==> src/rtl/ivc_pkg.sv <==
package ivc_pkg;

    localparam int BYTE_W  = 8;
    localparam int PC_W    = 16;
    localparam int NSRC    = 4;
    localparam int SRC_W   = $clog2(NSRC);
    localparam int GIE_BIT = 7;
    localparam int TF0_BIT = 5;
    localparam int TF1_BIT = 7;
    localparam int T2F_BIT = 7;

    typedef enum logic [1:0] {
        LVL_NONE = 2'd0,
        LVL_LOW  = 2'd1,
        LVL_HIGH = 2'd2
    } lvl_e;

    typedef enum logic [1:0] {
        SQ_IDLE = 2'd0,
        SQ_LO   = 2'd1,
        SQ_HI   = 2'd2
    } sq_e;

    typedef struct packed {
        logic             hit;
        logic [SRC_W-1:0] src;
        lvl_e             lvl;
    } grant_t;

    // bit position of a source's enable / priority bit
    function automatic int en_pos(input int s);
        case (s)
            0:       return 1;
            1:       return 3;
            2:       return 4;
            default: return 5;
        endcase
    endfunction

    function automatic logic [PC_W-1:0] vec_of(input logic [SRC_W-1:0] s);
        case (s)
            2'd0:    return PC_W'(8'h0B);
            2'd1:    return PC_W'(8'h1B);
            2'd2:    return PC_W'(8'h23);
            default: return PC_W'(8'h2B);
        endcase
    endfunction

    // lowest set index wins
    function automatic logic [SRC_W-1:0] first_set(input logic [NSRC-1:0] v);
        logic [SRC_W-1:0] r;
        r = '0;
        for (int i = NSRC - 1; i >= 0; i--) begin
            if (v[i]) r = SRC_W'(i);
        end
        return r;
    endfunction

endpackage

==> src/rtl/ivc_arbiter.sv <==
module ivc_arbiter
    import ivc_pkg::*;
(
    input  logic [BYTE_W-1:0] ien_i,
    input  logic [BYTE_W-1:0] ipri_i,
    input  logic [BYTE_W-1:0] tctl_i,
    input  logic [BYTE_W-1:0] sctl_i,
    input  logic [BYTE_W-1:0] t2ctl_i,
    input  lvl_e              act_i,
    output grant_t            grant_o
);

    logic [NSRC-1:0] pend;
    logic [NSRC-1:0] req_hi;
    logic [NSRC-1:0] req_lo;

    assign pend = {t2ctl_i[T2F_BIT], |sctl_i[1:0], tctl_i[TF1_BIT], tctl_i[TF0_BIT]};

    generate
        for (genvar i = 0; i < NSRC; i++) begin : g_src
            localparam int EB = en_pos(i);
            assign req_hi[i] = pend[i] & ien_i[EB] & ipri_i[EB];
            assign req_lo[i] = pend[i] & ien_i[EB] & ~ipri_i[EB];
        end
    endgenerate

    always_comb begin
        grant_o = '0;
        if (ien_i[GIE_BIT]) begin
            if (act_i != LVL_HIGH && |req_hi) begin
                grant_o.hit = 1'b1;
                grant_o.lvl = LVL_HIGH;
                grant_o.src = first_set(req_hi);
            end else if (act_i == LVL_NONE && |req_lo) begin
                grant_o.hit = 1'b1;
                grant_o.lvl = LVL_LOW;
                grant_o.src = first_set(req_lo);
            end
        end
    end

endmodule

==> src/rtl/ivc_lvl_stack.sv <==
module ivc_lvl_stack
    import ivc_pkg::*;
#(
    parameter int DEPTH = 2
) (
    input  logic clk,
    input  logic rst,
    input  logic push_i,
    input  lvl_e push_lvl_i,
    input  logic pop_i,
    output lvl_e act_o
);

    lvl_e stk [DEPTH];

    always_ff @(posedge clk) begin
        if (rst) begin
            for (int k = 0; k < DEPTH; k++) stk[k] <= LVL_NONE;
        end else if (push_i) begin
            stk[0] <= push_lvl_i;
            for (int k = 1; k < DEPTH; k++) stk[k] <= stk[k-1];
        end else if (pop_i) begin
            for (int k = 0; k < DEPTH - 1; k++) stk[k] <= stk[k+1];
            stk[DEPTH-1] <= LVL_NONE;
        end
    end

    assign act_o = stk[0];

endmodule

==> src/rtl/ivc_push_seq.sv <==
module ivc_push_seq
    import ivc_pkg::*;
(
    input  logic              clk,
    input  logic              rst,
    input  logic              start_i,
    input  logic [SRC_W-1:0]  src_i,
    input  logic [PC_W-1:0]   pc_i,
    input  logic [BYTE_W-1:0] sp_i,
    output logic              busy_o,
    output logic              wr_en_o,
    output logic [BYTE_W-1:0] wr_addr_o,
    output logic [BYTE_W-1:0] wr_data_o,
    output logic              sp_wr_o,
    output logic [BYTE_W-1:0] sp_val_o,
    output logic              vec_ld_o,
    output logic [PC_W-1:0]   vec_addr_o,
    output logic              clr_tf0_o,
    output logic              clr_tf1_o
);

    localparam int HI_TOP = 2 * BYTE_W - 1;

    sq_e               st_q;
    logic [SRC_W-1:0]  src_q;
    logic [PC_W-1:0]   pc_q;
    logic [BYTE_W-1:0] sp_q;

    always_ff @(posedge clk) begin
        if (rst) begin
            st_q  <= SQ_IDLE;
            src_q <= '0;
            pc_q  <= '0;
            sp_q  <= '0;
        end else begin
            case (st_q)
                SQ_IDLE: if (start_i) begin
                    st_q  <= SQ_LO;
                    src_q <= src_i;
                    pc_q  <= pc_i;
                    sp_q  <= sp_i;
                end
                SQ_LO:   st_q <= SQ_HI;
                default: st_q <= SQ_IDLE;
            endcase
        end
    end

    assign busy_o     = (st_q != SQ_IDLE);
    assign wr_en_o    = busy_o;
    assign wr_addr_o  = (st_q == SQ_LO) ? sp_q + BYTE_W'(1) : sp_q + BYTE_W'(2);
    assign wr_data_o  = (st_q == SQ_LO) ? pc_q[BYTE_W-1:0] : pc_q[HI_TOP:BYTE_W];
    assign sp_wr_o    = (st_q == SQ_HI);
    assign sp_val_o   = sp_q + BYTE_W'(2);
    assign vec_ld_o   = (st_q == SQ_HI);
    assign vec_addr_o = vec_of(src_q);
    assign clr_tf0_o  = (st_q == SQ_LO) && (src_q == SRC_W'(0));
    assign clr_tf1_o  = (st_q == SQ_LO) && (src_q == SRC_W'(1));

endmodule

==> src/rtl/ivc_ctrl.sv <==
module ivc_ctrl
    import ivc_pkg::*;
(
    input  logic              clk,
    input  logic              rst,
    input  logic [BYTE_W-1:0] ien_i,
    input  logic [BYTE_W-1:0] ipri_i,
    input  logic [BYTE_W-1:0] tctl_i,
    input  logic [BYTE_W-1:0] sctl_i,
    input  logic [BYTE_W-1:0] t2ctl_i,
    input  logic [PC_W-1:0]   pc_i,
    input  logic [BYTE_W-1:0] sp_i,
    input  logic              ret_i,
    output logic              busy_o,
    output logic [1:0]        act_lvl_o,
    output logic              wr_en_o,
    output logic [BYTE_W-1:0] wr_addr_o,
    output logic [BYTE_W-1:0] wr_data_o,
    output logic              sp_wr_o,
    output logic [BYTE_W-1:0] sp_val_o,
    output logic              vec_ld_o,
    output logic [PC_W-1:0]   vec_addr_o,
    output logic              clr_tf0_o,
    output logic              clr_tf1_o
);

    grant_t grant;
    lvl_e   act;
    logic   busy;
    logic   start;
    logic   pop;

    ivc_arbiter arb_i (
        .ien_i   (ien_i),
        .ipri_i  (ipri_i),
        .tctl_i  (tctl_i),
        .sctl_i  (sctl_i),
        .t2ctl_i (t2ctl_i),
        .act_i   (act),
        .grant_o (grant)
    );

    assign start = !busy && !ret_i && grant.hit;
    assign pop   = !busy && ret_i;

    ivc_lvl_stack #(.DEPTH(2)) lvl_i (
        .clk        (clk),
        .rst        (rst),
        .push_i     (start),
        .push_lvl_i (grant.lvl),
        .pop_i      (pop),
        .act_o      (act)
    );

    ivc_push_seq seq_i (
        .clk        (clk),
        .rst        (rst),
        .start_i    (start),
        .src_i      (grant.src),
        .pc_i       (pc_i),
        .sp_i       (sp_i),
        .busy_o     (busy),
        .wr_en_o    (wr_en_o),
        .wr_addr_o  (wr_addr_o),
        .wr_data_o  (wr_data_o),
        .sp_wr_o    (sp_wr_o),
        .sp_val_o   (sp_val_o),
        .vec_ld_o   (vec_ld_o),
        .vec_addr_o (vec_addr_o),
        .clr_tf0_o  (clr_tf0_o),
        .clr_tf1_o  (clr_tf1_o)
    );

    assign busy_o    = busy;
    assign act_lvl_o = act;

endmodule

==> config.mk <==
export PLATFORM = sky130hd
export DESIGN_NAME = ivc_ctrl
export DESIGN_NICKNAME = d
export VERILOG_FILES = /design/src/rtl/ivc_pkg.sv /design/src/rtl/ivc_arbiter.sv /design/src/rtl/ivc_lvl_stack.sv /design/src/rtl/ivc_push_seq.sv /design/src/rtl/ivc_ctrl.sv
export SDC_FILE = /design/constraint.sdc
export NUM_CORES = 1
export LEC_CHECK = 0
export ABC_AREA = 0
export BUFFER_PORTS_ARGS = -buffer_cell sky130_fd_sc_hd__buf_2
export CORE_MARGIN = 2
export CORE_UTILIZATION = 48
export DETAILED_ROUTE_END_ITERATION = 8
export GPL_ROUTABILITY_DRIVEN = 0
export HOLD_SLACK_MARGIN = 0.06
export MAX_ROUTING_LAYER = met4
export PLACE_DENSITY = 0.86
export SLEW_MARGIN = 20
export SYNTH_ARGS = -nofsm -noshare
export SYNTH_HDL_FRONTEND = slang
export SYNTH_SLANG_ARGS = --single-unit
==> constraint.sdc <==
create_clock -name clk -period 3.1 [get_ports clk]
set_clock_uncertainty 0.15 [all_clocks]
set_input_delay 0.31 -clock clk [delete_from_list [all_inputs] [get_ports clk]]
set_output_delay 0.31 -clock clk [all_outputs]
set_load 0.02 [all_outputs]
==> impl_results.md, run 1 <==
- Critical path endpoint category: output port
- Tmin final: 2224 ps
- Drt drc: 0
- Worst endpoint required time: 2640 ps
- Layout cells sized above 1: 36.75%
- Reg clk slew, reported paths: 70 ps
- CTS tree: done
- Die H: 69.25 µm
- Max frequency: 449.6 MHz
- WL final: 3962 µm
- Clock tree buffer depth: 2
- Clk_lat worst skew: 270 ps
- # IOs: 115
- Area growth, synth to finish: 19.17%
- CTS root buffer: clkbuf_8
- Slew Limit Headroom: 31.56%
- Crit path launch: seq_i.sp_q[1]$_SDFFE_PP0P_
- RSZ-0062 raised after global routing: no
- Yosys warning total: 0
- Die area: 4795 µm²
- Post-synthesis sequential area ratio: 33.31%
- Final worst path period share: 71.75%
- Hold violation total from the final report: 0
- Ant diodes: 0
- CP Launch Type: flip-flop
- Number of clock sinks: 32
- # hold bufs at CTS: 0
- Port Buffers: 75
- Worst r2r src: lvl_i.stk[0][1]$_DFFE_PP_
- Worst Setup Path Type: reg -> out
- Post-DP HPWL: 2998 µm
- Worst r2r path cells: 4
- Inserted Clock Buffers: 5
- H-tree Lvls: 2
- Final nets: 370
- Mapped Cells: 236
- Worst VDD drop: 0.2808 mV
- Final Util: 60.01%
- Storage element area: 680.7 µm²
- 1st-pass router iterations: 4
- Hold Path Class: in -> reg
- Initial antenna violation count: 0
- Final setup vio count: 0
- Detail Route Antenna Nets: 0
- Outcome: complete, no violations
- Static leakage power: 1.169 nW
- First-pass GRT wire length: 6706 µm
- Gr usage total: 17.30%
- Slew Viols, Final: 0
- Post-Syn Area: 2043 µm²
- Least-Margin Pin Slew: 1023 ps
- Worst path arrival time: 1760 ps
- Crit path max fanout: 7
- Largest net degree at the start of global routing: 30
- HP Start: pc_i[6]
- Setup bufs post-CTS: 0
- Cells on Worst Hold Path: 3
- Synth Register Bits: 32
- Synth unique cells: 40
- Number of gates resized after CTS: 0
- Die W: 69.25 µm
- Drt wl/cell: 11.26 µm
- Max Cap Viol: 0
- Via-to-Cell Ratio: 4.838
- 1st-iter DRT viols: 144
- Rows: 23
- Mean Syn Cell Area: 8.658 µm²
- Core ar.: 4058 µm²
- Fill count: 386
- Cell Pwr Density: 420.7 nW/µm²
- Multi-input gate area: 998.5 µm²
- Via count: 1,703
- Vias in the first global route: 1,568
- TNS Setup: 0 ps
- Initial core utilization: 50.35%
- Gr ovfl total: 0
## metrics by stage
step	cell area [µm²]	hold slack (ps)	std cells	total power [mW]	setup slack, ps
2_1_floorplan	2085	295.7	247	0.6553	1238
4_1_cts	2435	93.35	352	1.036	845.4
5_1_grt	2435	105.9	352	1.080	689.6
3_5_place_dp	2342	321.5	344	0.7087	691.7
3_3_place_gp	2342	311.5	344	0.7034	728.5
6_report	2435	95.91	352	1.024	875.9
## cell usage in the layout, fill, tap and decap left out
cell	instances
dfxtp_1	28
o21ai_0	11
o211a_1	1
or2_2	1
a21oi_1	1
mux2i_1	1
o211ai_1	1
a21boi_4	1
o21ai_2	1
o21ai_4	1
buf_4	3
nand2b_1	2
nand2_1	16
o22ai_1	3
a22oi_1	1
nor3_1	4
edfxtp_1	4
nand3_1	5
or3_1	1
inv_1	54
a32oi_1	2
o21a_1	1
conb_1	13
and3_1	1
nor2b_1	3
buf_2	75
o32ai_1	7
clkbuf_8	6
o211ai_2	1
xor2_1	1
or2b_1	1
a211o_1	1
ha_1	2
clkinv_2	2
nor2_1	12
xnor2_1	11
o32ai_2	20
nand4_1	2
nor4b_1	1
## path summary, 6_finish.rpt
check	end	slack (ps)
worst min register to register	seq_i.pc_q[0]$_SDFFE_PP0P_	330
worst max-delay path	wr_addr_o[7]	880
worst min-delay path	seq_i.pc_q[6]$_SDFFE_PP0P_	100
worst max register to register	lvl_i.stk[0][0]$_DFFE_PP_	940
## flip-flops by register name, indices dropped and copies added, names as in the netlist
name and count:
seq_i.pc_q 16, seq_i.src_q 2, lvl_i.stk 4, seq_i.sp_q 8, seq_i.st_q 2
## cells in the mapped netlist, drive strengths merged
library cell / instances / share of area [%]
ha: 2 / 1.2
or2b: 1 / 0.37
o22ai: 3 / 0.92
nor2b: 3 / 0.92
a22oi: 1 / 0.37
conb: 2 / 0.37
nand2: 16 / 2.9
nor3: 4 / 0.98
nand2b: 2 / 0.61
mux2i: 1 / 0.49
or2: 1 / 0.31
a32oi: 2 / 0.86
a21oi: 1 / 0.24
a211o: 1 / 0.43
xnor2: 11 / 4.7
o21ai: 13 / 3.4
and3: 1 / 0.31
o211a: 1 / 0.49
o32ai: 27 / 19
o21a: 1 / 0.37
xor2: 1 / 0.43
dfxtp: 28 / 27
nor2: 12 / 2.2
buf: 26 / 9.6
edfxtp: 4 / 5.9
or3: 1 / 0.31
a21boi: 1 / 0.92
clkbuf: 5 / 0.92
nor4b: 1 / 0.43
nand3: 5 / 1.2
nand4: 2 / 0.61
inv: 54 / 9.9
o211ai: 2 / 0.98
## worst max-delay path, stage by stage (launching register included)
cell and delay, ps:
dfxtp_1 450, ha_1 240, nand3_1 160, nor2_1 200
nand3_1 130, xnor2_1 140, buf_2 180
## area by class of cell
type                            count  share of cell area [%]
Multi-Input combinational cell    130                   41.01
Sequential cell                    32                   27.95
Timing Repair Buffer               78                   16.34
Inverter                           54                   8.325
Clock buffer                        6                   3.392
Tap cell                           50                   2.569
Clock inverter                      2                  0.4111
## kinds of logic after synthesis
| family | after synthesis | share of synthesized area, % |
|---|---|---|
| adder cells (fa/ha/maj) | 2 | 1.225 |
| other | 2 | 0.3676 |
| XOR/XNOR | 12 | 5.144 |
| AND/OR/NAND/NOR | 49 | 11.21 |
| multiplexers | 1 | 0.4899 |
| AO/OA/AOI/OAI | 53 | 27.86 |
| buffers and inverters | 85 | 20.39 |
| flip-flops | 32 | 33.31 |
## metal layers
metal / track usage (%) / part of all wire, %
met5: - / 0
met4: 4.793 / 0.91
met3: 3.634 / 5.5
met2: 29.91 / 49
met1: 20.33 / 44
## report_power, final
group | internal [mW] | switching [mW]
combinational | 0.0911 | 0.147
sequential | 0.443 | 0.0170
clock | 0.177 | 0.149
total | 0.711 | 0.313
Power figures use the tool's default switching activity.
==> run 2: changes to the inputs <==
CORE_UTILIZATION = 40   (was 48)
PLACE_DENSITY = 0.76   (was 0.86)
clock period = 2 ns   (was 3.1 ns; I/O delays follow)
==> run 2 against run 1 <==
Net effect: global-route usage shrank 0.23 points; first-iteration DRC count shrank 19%; sequential power grew 55%; largest cell class unchanged.
==> impl_results.md, run 2 (synthesis gave the netlist of run 1 again) <==
- Commonest non-fill, non-tap cell in the layout: buf_2
- Clk_lat worst skew: 270 ps
- Layout cells sized above 1: 37.46%
- Via count: 1,839
- Critical path endpoint category: output port
- CTS root buffer: clkbuf_8
- Clock tree buffer depth: 2
- Max Cap Viol: 0
- Largest register FFs: 16
- Worst path arrival time: 1550 ps
- Setup bufs post-CTS: 0
- Fill count: 454
- Hold violation total from the final report: 0
- Reg clk slew, reported paths: 60 ps
- Die W: 75.47 µm
- CP Launch Type: flip-flop
- 1st-pass router iterations: 4
- Final Cell Area: 2796 µm²
- Detail Route Antenna Nets: 0
- Post-DP HPWL: 3208 µm
- Largest net degree at the start of global routing: 29
- H-tree Lvls: 2
- CTS tree: done
- Slew Viols, Final: 0
- Max stage delay on crit path: 340 ps
- Initial antenna violation count: 0
- Static leakage power: 1.318 nW
- Area growth, synth to finish: 36.86%
- Via-to-Cell Ratio: 4.586
- Dpl cell area: 2437 µm²
- Port Buffers: 75
- Gr ovfl total: 0
- Reg with most FFs: seq_i.pc_q
- Final setup vio count: 0
- Final Util: 55.82%
- Inserted Clock Buffers: 5
- Worst endpoint required time: 1650 ps
- TNS Setup: 0 ps
- Drt drc: 0
- Slowest-stage cell, CP: dfxtp_2
- Ant diodes: 0
- Worst Setup Path Type: reg -> out
- Core ar.: 5010 µm²
- RSZ-0062 raised after global routing: no
- Worst VDD drop: 0.4668 mV
- Gr usage total: 17.07%
- Critical path cell sequence: ha_1, mux2i_1, nand2b_1, xnor2_1, buf_2
- Tmin final: 1899 ps
- Die area: 5696 µm²
- Max frequency: 526.6 MHz
- Outcome: complete, no violations
- Drt wl/cell: 11.25 µm
- Final nets: 400
- Cell Pwr Density: 568.1 nW/µm²
- Rows: 26
- Largest registers: seq_i.pc_q (16), seq_i.sp_q (8), lvl_i.stk (4)
- Final worst path period share: 94.95%
- Number of clock sinks: 32
- Initial core utilization: 40.78%
- Crit path max fanout: 5
- Delay-heaviest family, CP: flip-flops
- Hold Path Class: in -> reg
- First-pass GRT wire length: 7369 µm
- # IOs: 115
- Vias in the first global route: 1,726
- WL final: 4512 µm
- 1st-iter DRT viols: 117
- Die H: 75.47 µm
- Most frequent cells in the layout: buf_2 (74), inv_1 (54), dfxtp_1 (25), dlygate4sd3_1 (24), o32ai_2 (20)
- Crit path buf inv count: 1
run 2: path summary, 6_finish.rpt:
check	start	to	slack [ps]	cells past startpoint
min reg2reg	seq_i.pc_q[0]$_SDFFE_PP0P_	seq_i.pc_q[0]$_SDFFE_PP0P_	330	2
max	seq_i.sp_q[1]$_SDFFE_PP0P_	wr_addr_o[4]	100	5
min	ret_i	lvl_i.stk[0][1]$_DFFE_PP_	170	3
max reg2reg	lvl_i.stk[0][1]$_DFFE_PP_	seq_i.src_q[0]$_SDFFE_PP0P_	210	5
run 2: power by group:
| group | leakage [nW] | total (mW) | internal, mW | switching, mW |
|---|---|---|---|---|
| clock | 0.0410 | 0.449 | 0.236 | 0.213 |
| combinational | 1.00 | 0.426 | 0.184 | 0.242 |
| sequential | 0.273 | 0.714 | 0.688 | 0.0258 |
| total | 1.32 | 1.59 | 1.11 | 0.481 |
run 2: area by class of cell:
class	count	area, µm²	area share, %
clock inverter	1	5.005	0.1790
inverter	54	202.7	7.248
timing repair buffer	108	710.7	25.41
tap	70	87.58	3.132
multi-input combinational	130	1033	36.96
sequential	32	684.4	24.47
clock buffer	6	72.57	2.595
run 2: worst min-delay path: cells and delay by family:
family	cells	cell delay (ps)
buf+inv	1	110
compound gates	1	80
simple gates	1	90
run 2: layer usage:
layer	track usage (%)	share of wire, %
met1	19.85	43
met2	30.14	51
met3	3.439	4.9
met4	4.094	0.82
met5	-	0
run 2: metrics by stage:
stage / worst slack [ps] / total power, mW / instances / hold slack (ps)
finish: 100.9 / 1.589 / 401 / 169.2
global route: 8.861 / 1.683 / 401 / 202.3
CTS: 7.731 / 1.601 / 401 / 152.0
detailed placement: 139.9 / 1.113 / 370 / 277.3
global placement: 157.7 / 1.105 / 370 / 272.4
floorplan: 248.3 / 1.016 / 247 / 185.7
run 2: timing repair:
action                     in CTS  in global routing
hold endpoints to repair       24                  0
hold buffers                   24                  0
pin swaps                       0                  1
setup endpoints to repair       2                  3
resized for setup               4                  7
